==> src/rtl/utm_pkg.sv <==
package utm_pkg;
    localparam int BUS_W  = 32;
    localparam int ADDR_W = 8;

    localparam logic [ADDR_W-1:0] OFS_CTRL = 8'h00;
    localparam logic [ADDR_W-1:0] OFS_IEN  = 8'h0C;
    localparam logic [ADDR_W-1:0] OFS_STAT = 8'h10;
    localparam logic [ADDR_W-1:0] OFS_EVT  = 8'h14;
    localparam logic [ADDR_W-1:0] OFS_DIV  = 8'h28;
    localparam logic [ADDR_W-1:0] OFS_TOP  = 8'h2C;

    localparam int B_RUN     = 0;
    localparam int B_SINGLE  = 3;
    localparam int B_PRELOAD = 7;

    typedef enum logic {
        ST_HALT = 1'b0,
        ST_RUN  = 1'b1
    } run_state_e;
endpackage

==> src/rtl/utm_presc.sv <==
module utm_presc #(
    parameter int PSC_W = 16
) (
    input  logic             clk,
    input  logic             rst_n,
    input  logic             enable,
    input  logic             clear,
    input  logic             load,
    input  logic [PSC_W-1:0] div_val,
    output logic             tick
);
    logic [PSC_W-1:0] div_cnt;
    logic [PSC_W-1:0] div_act;

    assign tick = enable && (div_cnt == div_act);

    always_ff @(posedge clk) begin
        if (!rst_n) begin
            div_cnt <= '0;
            div_act <= '0;
        end else if (clear) begin
            div_cnt <= '0;
            div_act <= div_val;
        end else if (tick) begin
            div_cnt <= '0;
            if (load) div_act <= div_val;
        end else if (enable) begin
            div_cnt <= div_cnt + 1'b1;
        end
    end

    // divider count never passes its active ratio
    assert_div_bound_R3: assert property (@(posedge clk) disable iff (!rst_n)
        div_cnt <= div_act);
endmodule

==> src/rtl/utm_core.sv <==
module utm_core
    import utm_pkg::*;
#(
    parameter int CNT_W = 16,
    parameter int PSC_W = 16
) (
    input  logic             clk,
    input  logic             rst_n,
    input  logic             ctrl_wr,
    input  logic             run_wdata,
    input  logic             single,
    input  logic             preload,
    input  logic             force_upd,
    input  logic [PSC_W-1:0] div_reg,
    input  logic [CNT_W-1:0] top_reg,
    input  logic             top_wr,
    input  logic [CNT_W-1:0] top_wdata,
    output logic             running,
    output logic             upd_any
);
    run_state_e state, state_nx;
    logic [CNT_W-1:0] cnt;
    logic [CNT_W-1:0] top_act;
    logic             tick;
    logic             nat_upd;

    assign nat_upd = tick && (cnt == top_act);
    assign upd_any = nat_upd || force_upd;

    utm_presc #(.PSC_W(PSC_W)) u_presc (
        .clk     (clk),
        .rst_n   (rst_n),
        .enable  (state == ST_RUN),
        .clear   (force_upd),
        .load    (nat_upd),
        .div_val (div_reg),
        .tick    (tick)
    );

    // state register
    always_ff @(posedge clk) begin
        if (!rst_n) state <= ST_HALT;
        else        state <= state_nx;
    end

    // transitions: START, SW_STOP, ONESHOT_END
    always_comb begin
        state_nx = state;
        unique case (state)
            ST_HALT: if (ctrl_wr && run_wdata) state_nx = ST_RUN;
            ST_RUN: begin
                if (ctrl_wr)                 state_nx = run_wdata ? ST_RUN : ST_HALT;
                else if (nat_upd && single)  state_nx = ST_HALT;
            end
        endcase
    end

    // outputs
    always_comb begin
        running = (state == ST_RUN);
    end

    always_ff @(posedge clk) begin
        if (!rst_n) begin
            cnt <= '0;
        end else if (force_upd) begin
            cnt <= '0;
        end else if (tick) begin
            cnt <= (cnt == top_act) ? '0 : cnt + 1'b1;
        end
    end

    always_ff @(posedge clk) begin
        if (!rst_n)                  top_act <= '0;
        else if (top_wr && !preload) top_act <= top_wdata;
        else if (upd_any)            top_act <= top_reg;
    end

    // single-shot update with no concurrent control write halts the timer
    assert_single_halts_R5: assert property (@(posedge clk) disable iff (!rst_n)
        (nat_upd && single && !ctrl_wr) |=> (state == ST_HALT));
    // forced update leaves the counter at zero
    assert_forced_zero_R8: assert property (@(posedge clk) disable iff (!rst_n)
        force_upd |=> (cnt == '0));
    // a halted counter holds unless forced
    assert_halt_holds_R12: assert property (@(posedge clk) disable iff (!rst_n)
        (state == ST_HALT && !force_upd) |=> $stable(cnt));
endmodule

==> src/rtl/utm_regs.sv <==
module utm_regs
    import utm_pkg::*;
#(
    parameter int CNT_W = 16,
    parameter int PSC_W = 16
) (
    input  logic              clk,
    input  logic              rst_n,
    input  logic              bus_we,
    input  logic [ADDR_W-1:0] bus_addr,
    input  logic [BUS_W-1:0]  bus_wdata,
    input  logic              running,
    input  logic              upd_any,
    output logic              ctrl_wr,
    output logic              single,
    output logic              preload,
    output logic              force_upd,
    output logic [PSC_W-1:0]  div_reg,
    output logic [CNT_W-1:0]  top_reg,
    output logic              top_wr,
    output logic [BUS_W-1:0]  bus_rdata,
    output logic              irq
);
    logic uie;
    logic uif;
    logic stat_wr;

    assign ctrl_wr   = bus_we && (bus_addr == OFS_CTRL);
    assign stat_wr   = bus_we && (bus_addr == OFS_STAT);
    assign top_wr    = bus_we && (bus_addr == OFS_TOP);
    assign force_upd = bus_we && (bus_addr == OFS_EVT) && bus_wdata[0];

    always_ff @(posedge clk) begin
        if (!rst_n) begin
            single  <= 1'b0;
            preload <= 1'b0;
            uie     <= 1'b0;
            div_reg <= '0;
            top_reg <= '0;
        end else if (bus_we) begin
            unique case (bus_addr)
                OFS_CTRL: begin
                    single  <= bus_wdata[B_SINGLE];
                    preload <= bus_wdata[B_PRELOAD];
                end
                OFS_IEN: uie     <= bus_wdata[0];
                OFS_DIV: div_reg <= bus_wdata[PSC_W-1:0];
                OFS_TOP: top_reg <= bus_wdata[CNT_W-1:0];
                default: ;
            endcase
        end
    end

    // hardware set outranks software clear
    always_ff @(posedge clk) begin
        if (!rst_n)                        uif <= 1'b0;
        else if (upd_any)                  uif <= 1'b1;
        else if (stat_wr && !bus_wdata[0]) uif <= 1'b0;
    end

    always_comb begin
        bus_rdata = '0;
        unique case (bus_addr)
            OFS_CTRL: begin
                bus_rdata[B_RUN]     = running;
                bus_rdata[B_SINGLE]  = single;
                bus_rdata[B_PRELOAD] = preload;
            end
            OFS_IEN:  bus_rdata[0] = uie;
            OFS_STAT: bus_rdata[0] = uif;
            OFS_DIV:  bus_rdata[PSC_W-1:0] = div_reg;
            OFS_TOP:  bus_rdata[CNT_W-1:0] = top_reg;
            default:  bus_rdata = '0;
        endcase
        irq = uif && uie;
    end

    // every update event leaves the flag set
    assert_flag_set_R10: assert property (@(posedge clk) disable iff (!rst_n)
        upd_any |=> uif);
    // a status write of one never clears the flag
    assert_one_keeps_R9: assert property (@(posedge clk) disable iff (!rst_n)
        (uif && stat_wr && bus_wdata[0]) |=> uif);
endmodule

==> src/rtl/upd_timer.sv <==
module upd_timer
    import utm_pkg::*;
#(
    parameter int CNT_W = 16,
    parameter int PSC_W = 16
) (
    input  logic        clk,
    input  logic        rst_n,
    input  logic        bus_we,
    input  logic [7:0]  bus_addr,
    input  logic [31:0] bus_wdata,
    output logic [31:0] bus_rdata,
    output logic        irq
);
    logic             ctrl_wr, single, preload, force_upd, top_wr;
    logic             running, upd_any;
    logic [PSC_W-1:0] div_reg;
    logic [CNT_W-1:0] top_reg;

    utm_regs #(.CNT_W(CNT_W), .PSC_W(PSC_W)) u_regs (
        .clk       (clk),
        .rst_n     (rst_n),
        .bus_we    (bus_we),
        .bus_addr  (bus_addr),
        .bus_wdata (bus_wdata),
        .running   (running),
        .upd_any   (upd_any),
        .ctrl_wr   (ctrl_wr),
        .single    (single),
        .preload   (preload),
        .force_upd (force_upd),
        .div_reg   (div_reg),
        .top_reg   (top_reg),
        .top_wr    (top_wr),
        .bus_rdata (bus_rdata),
        .irq       (irq)
    );

    utm_core #(.CNT_W(CNT_W), .PSC_W(PSC_W)) u_core (
        .clk       (clk),
        .rst_n     (rst_n),
        .ctrl_wr   (ctrl_wr),
        .run_wdata (bus_wdata[B_RUN]),
        .single    (single),
        .preload   (preload),
        .force_upd (force_upd),
        .div_reg   (div_reg),
        .top_reg   (top_reg),
        .top_wr    (top_wr),
        .top_wdata (bus_wdata[CNT_W-1:0]),
        .running   (running),
        .upd_any   (upd_any)
    );
endmodule

==> config.mk <==
export PLATFORM = sky130hd
export DESIGN_NAME = upd_timer
export DESIGN_NICKNAME = d
export VERILOG_FILES = /design/src/rtl/utm_pkg.sv /design/src/rtl/utm_presc.sv /design/src/rtl/utm_core.sv /design/src/rtl/utm_regs.sv /design/src/rtl/upd_timer.sv
export SDC_FILE = /design/constraint.sdc
export NUM_CORES = 1
export LEC_CHECK = 0
export ABC_CLOCK_PERIOD_IN_PS = 2660
export BUFFER_PORTS_ARGS = -buffer_cell sky130_fd_sc_hd__buf_2
export CAP_MARGIN = 10
export CORE_MARGIN = 2
export CORE_UTILIZATION = 58
export CTS_BUF_LIST = sky130_fd_sc_hd__clkbuf_8 sky130_fd_sc_hd__clkbuf_16
export CTS_CLUSTER_DIAMETER = 100
export DETAILED_ROUTE_END_ITERATION = 12
export GPL_TIMING_DRIVEN = 0
export PLACE_DENSITY = 0.87
export SETUP_SLACK_MARGIN = 0.1
export SYNTH_ARGS = -nofsm -noshare
export SYNTH_HDL_FRONTEND = slang
export SYNTH_SLANG_ARGS = --single-unit
==> constraint.sdc <==
create_clock -name clk -period 2.66 [get_ports clk]
set_input_delay 0.532 -clock clk [delete_from_list [all_inputs] [get_ports clk]]
set_output_delay 0.532 -clock clk [all_outputs]
set_load 0.005 [all_outputs]
* Yosys cells after proc, flatten, opt, wreduce, memory -nomap -nowiden
Cells that the tools add are included.
Operators by class: reductions and logical operators 27, shifts and indexed selects 0, order comparisons 0, mux-type cells 19, multipliers 0, add/subtract/negate cells 2, bitwise logic cells 2, eq/ne operators 7, divide/modulo/power cells 0
Operators by type and width (count):
- two-way mux 16 bit | 6
- adder 16 x 1 -> 16 bit, second input constant | 2
- equality test 16 bit | 2
- equality test 8 x 5 -> 1 bit, second input constant | 2
- equality test 8 x 6 -> 1 bit, second input constant | 2
- one-hot mux 8 bit (2 select lines) | 1
- logical AND 1 bit | 12
- AND reduction 2 bit | 5
- equality test 8 x 4 -> 1 bit, second input constant | 1
- zero test 8 bit | 1
- nonzero test 2 bit | 4
- two-way mux 1 bit | 6
- one-hot mux 1 bit (3 select lines) | 2
- one-hot mux 3 bit (2 select lines) | 1
- one-hot mux 1 bit (5 select lines) | 1
- one-hot mux 2 bit (2 select lines) | 1
- OR reduction 3 bit | 1
- zero test 1 bit | 2
- inverter 1 bit | 2
- one-hot mux 1 bit (2 select lines) | 1
- OR reduction 2 bit | 1
- logical OR 1 bit | 1
Storage, ports and cells: ROM bits 0, memory bits (writable) 0, memories kept 0, output and inout port bits 33, bits in latches 0, register bits after elaboration 101, logic and storage cells 68, input port bits 43

* Longest topological paths before layout
Gate-level depths: netlist of run 1.
depth after elaboration 7, mapped depth 9, gate-level depth less buffers 6

* Modules after synthesis
From an unflattened synthesis of run 1, not the netlist that was laid out.
Second synthesis, totals: cell total of the unflattened synthesis 594, area total of the unflattened synthesis 5387.7 um^2
By module, submodules not included:
- utm_regs | seq. area each 720.7 um^2, cells an instance 206, area each 1883.1 um^2, times used 1
- utm_core | seq. area each 660.6 um^2, cells an instance 185, area each 1759.2 um^2, times used 1
- utm_presc | seq. area each 640.6 um^2, cells an instance 203, area each 1745.4 um^2, times used 1

* Worst setup path before layout of run 1
No wires, ideal clock.
path type in2reg, start input bus_addr[5], end register u_core.cnt[0], required time 2.535 ns, stages on the path 8, library setup time 0.125 ns, path slack 0.300 ns, path buffers 3, data arrival time 2.235 ns, path through or4b_1 -> or3_1 -> clkbuf_1 -> and2_1 -> clkbuf_1 -> buf_2 -> o211ai_1 -> o31ai_1
On the way: cells in the longest elaborated chain, start to end 4
Ends and longest elaborated chain:
- start, declared | RTL line upd_timer.sv:10 | input logic [7:0] bus_addr,
- equality test 8 x 5 -> 1 bit | RTL line utm_regs.sv:31 | assign force_upd = bus_we && (bus_addr == OFS_EVT) && bus_wdata[0];
- logical AND 1 bit (2 in a row) | RTL line utm_regs.sv:31
- OR reduction 2 bit (no line)
- end signal, assigned | RTL line utm_core.sv:69 | cnt <= (cnt == top_act) ? '0 : cnt + 1'b1;
- end, declared | RTL line utm_core.sv:22 | logic [CNT_W-1:0] cnt;
No other way between the ends. A chain may end at the register's enable or synchronous reset.

* Worst setup path in the final report of run 1
start register u_core.u_presc.div_cnt[4], end register u_core.cnt[5]
On the way: cells in the longest elaborated chain, start to end 2
Ends and longest elaborated chain:
- start, declared | RTL line utm_presc.sv:12 | logic [PSC_W-1:0] div_cnt;
- start signal, assigned | RTL line utm_presc.sv:28 | div_cnt <= div_cnt + 1'b1;
- equality test 16 bit | RTL line utm_presc.sv:15 | assign tick = enable && (div_cnt == div_act);
- logical AND 1 bit | RTL line utm_presc.sv:15
No other way between the ends.

==> results of run 1 <==
## power by group through the flow
stage	Combinational, mW	Clock (mW)	Sequential, mW
after floorplan	0.104	0	1.55
after global placement	0.161	0	1.55
after detailed placement	0.164	0	1.55
after CTS	0.165	0.981	1.51
after global routing	0.188	1.04	1.52
final	0.174	0.979	1.51
## cells in the final DEF (no fill, tap or decap), types with 13 or more instances in the layout
cell,n
a211oi_1,18
a2bb2oi_1,15
and3_1,25
buf_2,54
buf_4,18
clkbuf_1,38
conb_1,16
dfxtp_1,101
mux2i_1,50
nand2_1,49
nand2b_1,17
nand3_1,20
nand4_1,14
nor2_1,70
nor3_1,20
nor4_1,21
o21ai_0,21
o221ai_1,16
or3_1,13
xnor2_1,16
xor2_1,28
## path summary, 6_finish.rpt
check                                 start                  to  slack, ns  cells past startpoint
setup / recovery  u_core.u_presc.div_cnt[4]       u_core.cnt[5]       0.17                      7
hold / removal                bus_wdata[12]  u_regs.div_reg[12]       0.42                      3
hold reg to reg              u_regs.preload      u_regs.preload       0.49                      2
setup reg to reg  u_core.u_presc.div_cnt[4]       u_core.cnt[5]       0.17                      7
## cell families (layout without fill, tap and decap cells)
logic type | count (synthesis) | after routing | synth area share
AO/OA/AOI/OAI | 124 | 124 | 0.1685
XOR/XNOR | 47 | 47 | 0.07423
AND/OR/NAND/NOR | 273 | 273 | 0.2421
adder cells (fa/ha/maj) | 2 | 2 | 0.004353
flip-flops | 101 | 101 | 0.3518
buffers and inverters | 81 | 139 | 0.07140
other | 1 | 16 | 0.0006524
multiplexers | 50 | 50 | 0.08707
## area by class of cell
cell class | count | share of cell area
Clock inverter | 6 | 0.008585
Inverter | 8 | 0.004683
Tap cell | 133 | 0.02595
Multi-Input combinational cell | 512 | 0.5307
Buffer | 72 | 0.05893
Timing Repair Buffer | 43 | 0.03434
Sequential cell | 101 | 0.3153
Clock buffer | 10 | 0.02146
## what timing repair did
action / CTS / global route
hold endpoints to repair: 0 / 0
gates resized for setup: 1 / 6
setup buffers: 0 / 2
pin swaps: 0 / 1
setup endpoints to repair: 10 / 59
gates cloned: 0 / 0
## per-layer routing
layer / global-route usage / vias to the layer above / wire (um)
li1: - / 2607 / -
met1: 0.3560 / 2579 / 6192
met2: 0.4825 / 314 / 7318
met3: 0.06671 / 66 / 1445
met4: 0.1573 / 0 / 725
met5: 0 / - / 0
## worst max-delay path: cells and delay by family (launching register included)
kind                      cells  cell delay, ns
DFF                           1            0.47
AOI/OAI and AO/OA             2            0.51
and+or+nand+nor               2            0.65
xor gates and xnor gates      1            0.18
buffers and inverters         2            0.54
## per-stage QoR
step           cell area [sq um]  utilization  TNS [ns]  hold WS [ns]  instances
3_5_place_dp                6176       0.6377    -2.654        0.4755        868
2_1_floorplan               5804            -         0        0.4453        694
4_1_cts                     6370       0.6578         0        0.4097        884
5_1_grt                     6412       0.6621         0        0.4326        885
6_report                    6412       0.6621         0        0.4229        885
3_3_place_gp                6176       0.6377    -1.477        0.4636        868
==> impl_metrics.json, run 1 <==
{
  "die_w_um": 103.6,
  "clkSlewWorstSetupHoldPaths_ns": 0.11,
  "clock_skew_ns": 0.01284,
  "synthArstFlopShare": 0,
  "required_ns": 2.91,
  "cp_slowest_cell": "or4_1",
  "antenna_found_initial": 0,
  "htreeDepth": 3,
  "period_minus_slack_ns": 2.486,
  "gp_congestion": 0.9536,
  "diodes": 0,
  "powerDensity_mw_per_mm2": 416.2,
  "track_usage": 0.2928,
  "cp-end-kind": "register",
  "worstPathCellList": "xnor2_1 -> nand4_1 -> or4_1 -> buf_2 -> clkbuf_1 -> a211oi_1 -> o22ai_1",
  "multi_input_area_sq_mm": 0.003403,
  "die_height_um": 103.6,
  "drive_above_1_share": 0.1489,
  "synth_flop_cell": "dfxtp_1",
  "p_clk_frac": 0.367,
  "vias": 5566,
  "wl_per_cell_um": 17.72,
  "drt_iter0_drc": 436,
  "fin_total_pwr_mw": 2.669,
  "ir_worst_vdd_uv": 296.1,
  "synth.most_common_cell": "dfxtp_1",
  "min_period_over_period": 0.9345,
  "grt_max_degree": 19,
  "syn-cell-area_sq_mm": 0.005748,
  "tightest_slew_ns": 0.7409,
  "max_stage_delay_ns": 0.52,
  "rsz0062_at_grt": "no",
  "cp.arrival_ns": 2.74,
  "fillers": 758,
  "seq_area_frac_synth": 0.3518,
  "nets": 792,
  "synth_top_area_frac": 0.3518,
  "io_buffers": 41,
  "synth_common_cells": "101 x dfxtp_1, 71 x nor2_1, 50 x mux2i_1, 49 x nand2_1, 39 x clkbuf_1",
  "fp-row-count": 36,
  "drcViolationCount": 0,
  "grt_pass1_wl_um": 25850,
  "area_growth_pct": 11.56,
  "fmax_mhz": 402.3,
  "clock_path_buffers": 2,
  "pre_cts_ws_ns": -0.1261,
  "antenna_left": 0,
  "crit_type": "reg -> reg",
  "clk_root_buffer_cell": "clkbuf_8",
  "startpoint_type": "register",
  "grt_pass1_vias": 5266,
  "via_per_inst": 6.289,
  "worstSkewPairLatency_ns": 0.38,
  "p_seq_frac": 0.568,
  "synthCells": 679,
  "ys_ff_latch": 101,
  "cts_made_buffers": 9,
  "core_sq_mm": 0.009684,
  "p_leak_nw": 2.744,
  "pin_count": 76,
  "synth_area_per_cell_sq_um": 8.465,
  "die_area_sq_mm": 0.01072,
  "netlist_top_cells_area": "dfxtp_1 35%, mux2i_1 8.7%, nor2_1 4.6%, xor2_1 4.3%, nand2_1 3.2%",
  "grt_overflow_total": 0,
  "synth_top_area_cell": "dfxtp_1",
  "drt_pre_antenna_iters": 5,
  "seq_area_sq_mm": 0.002022,
  "hold_class": "in -> reg",
  "setup_viol": 0,
  "cts-hold-fix-buffers": 0,
  "p_switching_mw": 0.7125,
  "fin_ws_ns": 0.1742,
  "yosysUniqueCellTypes": 49,
  "start_util": 0.5935,
  "wirelength_um": 15680,
  "dpl.hpwl_um": 11580,
  "finalHoldViolCount": 0,
  "yosys_warnings": 0,
  "path_max_fanout": 10,
  "cts_tree": "built",
  "slew_violations": 0,
  "synth_edf_count": 0,
  "outcome": "finished, final reports clean",
  "relSlewSlack": 0.5060,
  "maxCapViolCount": 0,
  "p_comb_frac": 0.065,
  "p_sw_frac": 0.2670,
  "clkSinkCount": 101,
  "p_int_mw": 1.956
}
Note: power is estimated with default switching activity, not from simulation.
==> run 2, diff against run 1 <==
--- a/config.mk
+++ b/config.mk
@@ -14,7 +14,7 @@
 export CTS_CLUSTER_DIAMETER = 100
 export DETAILED_ROUTE_END_ITERATION = 12
 export GPL_TIMING_DRIVEN = 0
-export PLACE_DENSITY = 0.87
+export PLACE_DENSITY = 0.8
 export SETUP_SLACK_MARGIN = 0.1
 export SYNTH_ARGS = -nofsm -noshare
 export SYNTH_HDL_FRONTEND = slang
==> run 2 against run 1 <==
Die area unchanged; utilization is 0.25 points lower; clock power decreased by 1%; first-iteration DRC count up 11%; combinational power about the same; total power decreased by 0.41%; routed wire length rose by 0.75%; sequential power about the same; clock skew is 0.0048 ns lower; design area shrank 0.37%; final cell count fell by 0.11%; critical path type is now in -> reg.
==> impl_metrics.json, run 2 (synthesized netlist as in run 1, its figures left out) <==
{
  "fillers": 804,
  "antenna_found_initial": 0,
  "hold_class": "in -> reg",
  "antenna_left": 0,
  "wl_per_cell_um": 17.87,
  "whs_path_depth": 3,
  "fin_util": 0.6597,
  "critPathTopFamily": "simple AND/OR/NAND/NOR gates",
  "layout_commonest_cell": "dfxtp_1",
  "relSlewSlack": 0.6188,
  "drcViolationCount": 0,
  "required_ns": 2.92,
  "cts_made_buffers": 9,
  "cp_slowest_cell": "or4b_1",
  "start_util": 0.5935,
  "drt_iter0_drc": 482,
  "min-delay-start": "bus_wdata[6]",
  "ff2ff_path_depth": 8,
  "tightest_slew_ns": 0.5666,
  "diodes": 0,
  "die_area_sq_mm": 0.01072,
  "regToRegEndpoint": "u_core.top_act[4]",
  "cp_num_buf_inv": 4,
  "cp.arrival_ns": 2.69,
  "clkSlewWorstSetupHoldPaths_ns": 0.11,
  "drt_pre_antenna_iters": 5,
  "min_period_over_period": 0.9135,
  "crit_start": "bus_addr[5]",
  "slew_violations": 0,
  "crit_type": "in -> reg",
  "finalHoldViolCount": 0,
  "die_height_um": 103.6,
  "cp-end-kind": "register",
  "maxCapViolCount": 0,
  "path_max_fanout": 10,
  "vias": 5436,
  "ir_worst_vdd_uv": 339.7,
  "clkSinkCount": 101,
  "rr_startpoint": "u_core.u_presc.div_cnt[4]",
  "cts-hold-fix-buffers": 0,
  "clk_root_buffer_cell": "clkbuf_8",
  "clock_skew_ns": 0.008087,
  "grt_pass1_vias": 5113,
  "fmax_mhz": 411.5,
  "dpl.hpwl_um": 11880,
  "most-common-layout-cells": "101 x dfxtp_1, 70 x nor2_1, 54 x buf_2, 50 x mux2i_1, 49 x nand2_1",
  "startpoint_type": "input port",
  "outcome": "finished, final reports clean",
  "grt_max_degree": 20,
  "pin_count": 76,
  "cts_tree": "built",
  "stdcell_area_sq_mm": 0.006389,
  "grt_overflow_total": 0,
  "fp-row-count": 36,
  "htreeDepth": 3,
  "wirelength_um": 15800,
  "p_leak_nw": 2.729,
  "nets": 791,
  "gp_congestion": 0.9052,
  "fin_total_pwr_mw": 2.658,
  "core_sq_mm": 0.009684,
  "multi_input_area_sq_mm": 0.003390,
  "powerDensity_mw_per_mm2": 416.0,
  "worstSkewPairLatency_ns": 0.38,
  "setup_viol": 0,
  "rsz0062_at_grt": "no",
  "clock_path_buffers": 2,
  "place_area_sq_mm": 0.006176,
  "area_growth_pct": 11.15,
  "die_w_um": 103.6,
  "seq_area_sq_mm": 0.002022,
  "period_minus_slack_ns": 2.430,
  "max_stage_delay_ns": 0.59,
  "io_buffers": 41,
  "grt_pass1_wl_um": 25670,
  "r2r_slack_ns": 0.23,
  "hold_end": "u_regs.top_reg[6]",
  "via_per_inst": 6.149,
  "track_usage": 0.2932,
  "drive_above_1_share": 0.1451,
  "worstPathCellList": "buf_2 -> or4b_1 -> or3_1 -> clkbuf_1 -> buf_2 -> clkbuf_1 -> o221ai_1 -> a211oi_2"
}
## run 2: per-stage QoR
step                      setup TNS, ns  worst slack (ns)  hold slack, ns  cells
after CTS                             0            0.1158          0.4105    884
final                                 0            0.2300          0.4254    884
after floorplan                       0            0.3001          0.4453    694
after global routing                  0            0.1318          0.4235    884
after global placement           -2.816           -0.1066          0.4646    868
after detailed placement         -3.722           -0.1254          0.4896    868
## run 2: worst max path at each step
stage / end / depth (start not counted)
floorplan: u_core.cnt[0] / 8
global placement: u_core.cnt[0] / 9
detailed placement: u_core.top_act[4] / 8
CTS: bus_rdata[1] / 6
global route: u_core.u_presc.div_cnt[6] / 6
finish: u_core.top_act[4] / 8
## run 2: where the power goes
group / leakage (nW) / switching [mW] / total, mW / internal, mW
Clock: 0.0918 / 0.603 / 0.968 / 0.365
Sequential: 0.813 / 0.00179 / 1.51 / 1.51
Combinational: 1.82 / 0.116 / 0.175 / 0.0586
Total: 2.73 / 0.721 / 2.66 / 1.94
## run 2: area by class of cell
| cell class | instances | share of cell area |
|---|---|---|
| tap | 133 | 0.02605 |
| clock buffer | 9 | 0.01939 |
| timing repair buffer | 42 | 0.03329 |
| inverter | 8 | 0.004700 |
| buffer | 72 | 0.05915 |
| multi-input combinational | 512 | 0.5306 |
| sequential | 101 | 0.3165 |
| clock inverter | 7 | 0.01038 |
## run 2: worst register-to-register path, cell delays in order (launching register included)
cell and delay (ns):
dfxtp_1 0.47, xnor2_1 0.19, nand4_1 0.13, or4_1 0.54
buf_2 0.19, or3_1 0.33, buf_6 0.15, buf_6 0.15
a211oi_2 0.20
## run 2: timing repair
item | 4_1_cts | 5_1_grt
setup buffers | 0 | 1
resized for setup | 1 | 4
pin swaps | 0 | 1
cloned | 0 | 0
setup endpoints to repair | 10 | 38
## run 2: per-layer routing
layer | up-vias | part of all wire | track usage
met3 | 31 | 0.074 | 0.04028
met5 | - | 0 | 0
li1 | 2595 | - | -
met2 | 275 | 0.46 | 0.4730
met1 | 2535 | 0.44 | 0.3956
met4 | 0 | 0.028 | 0.1245
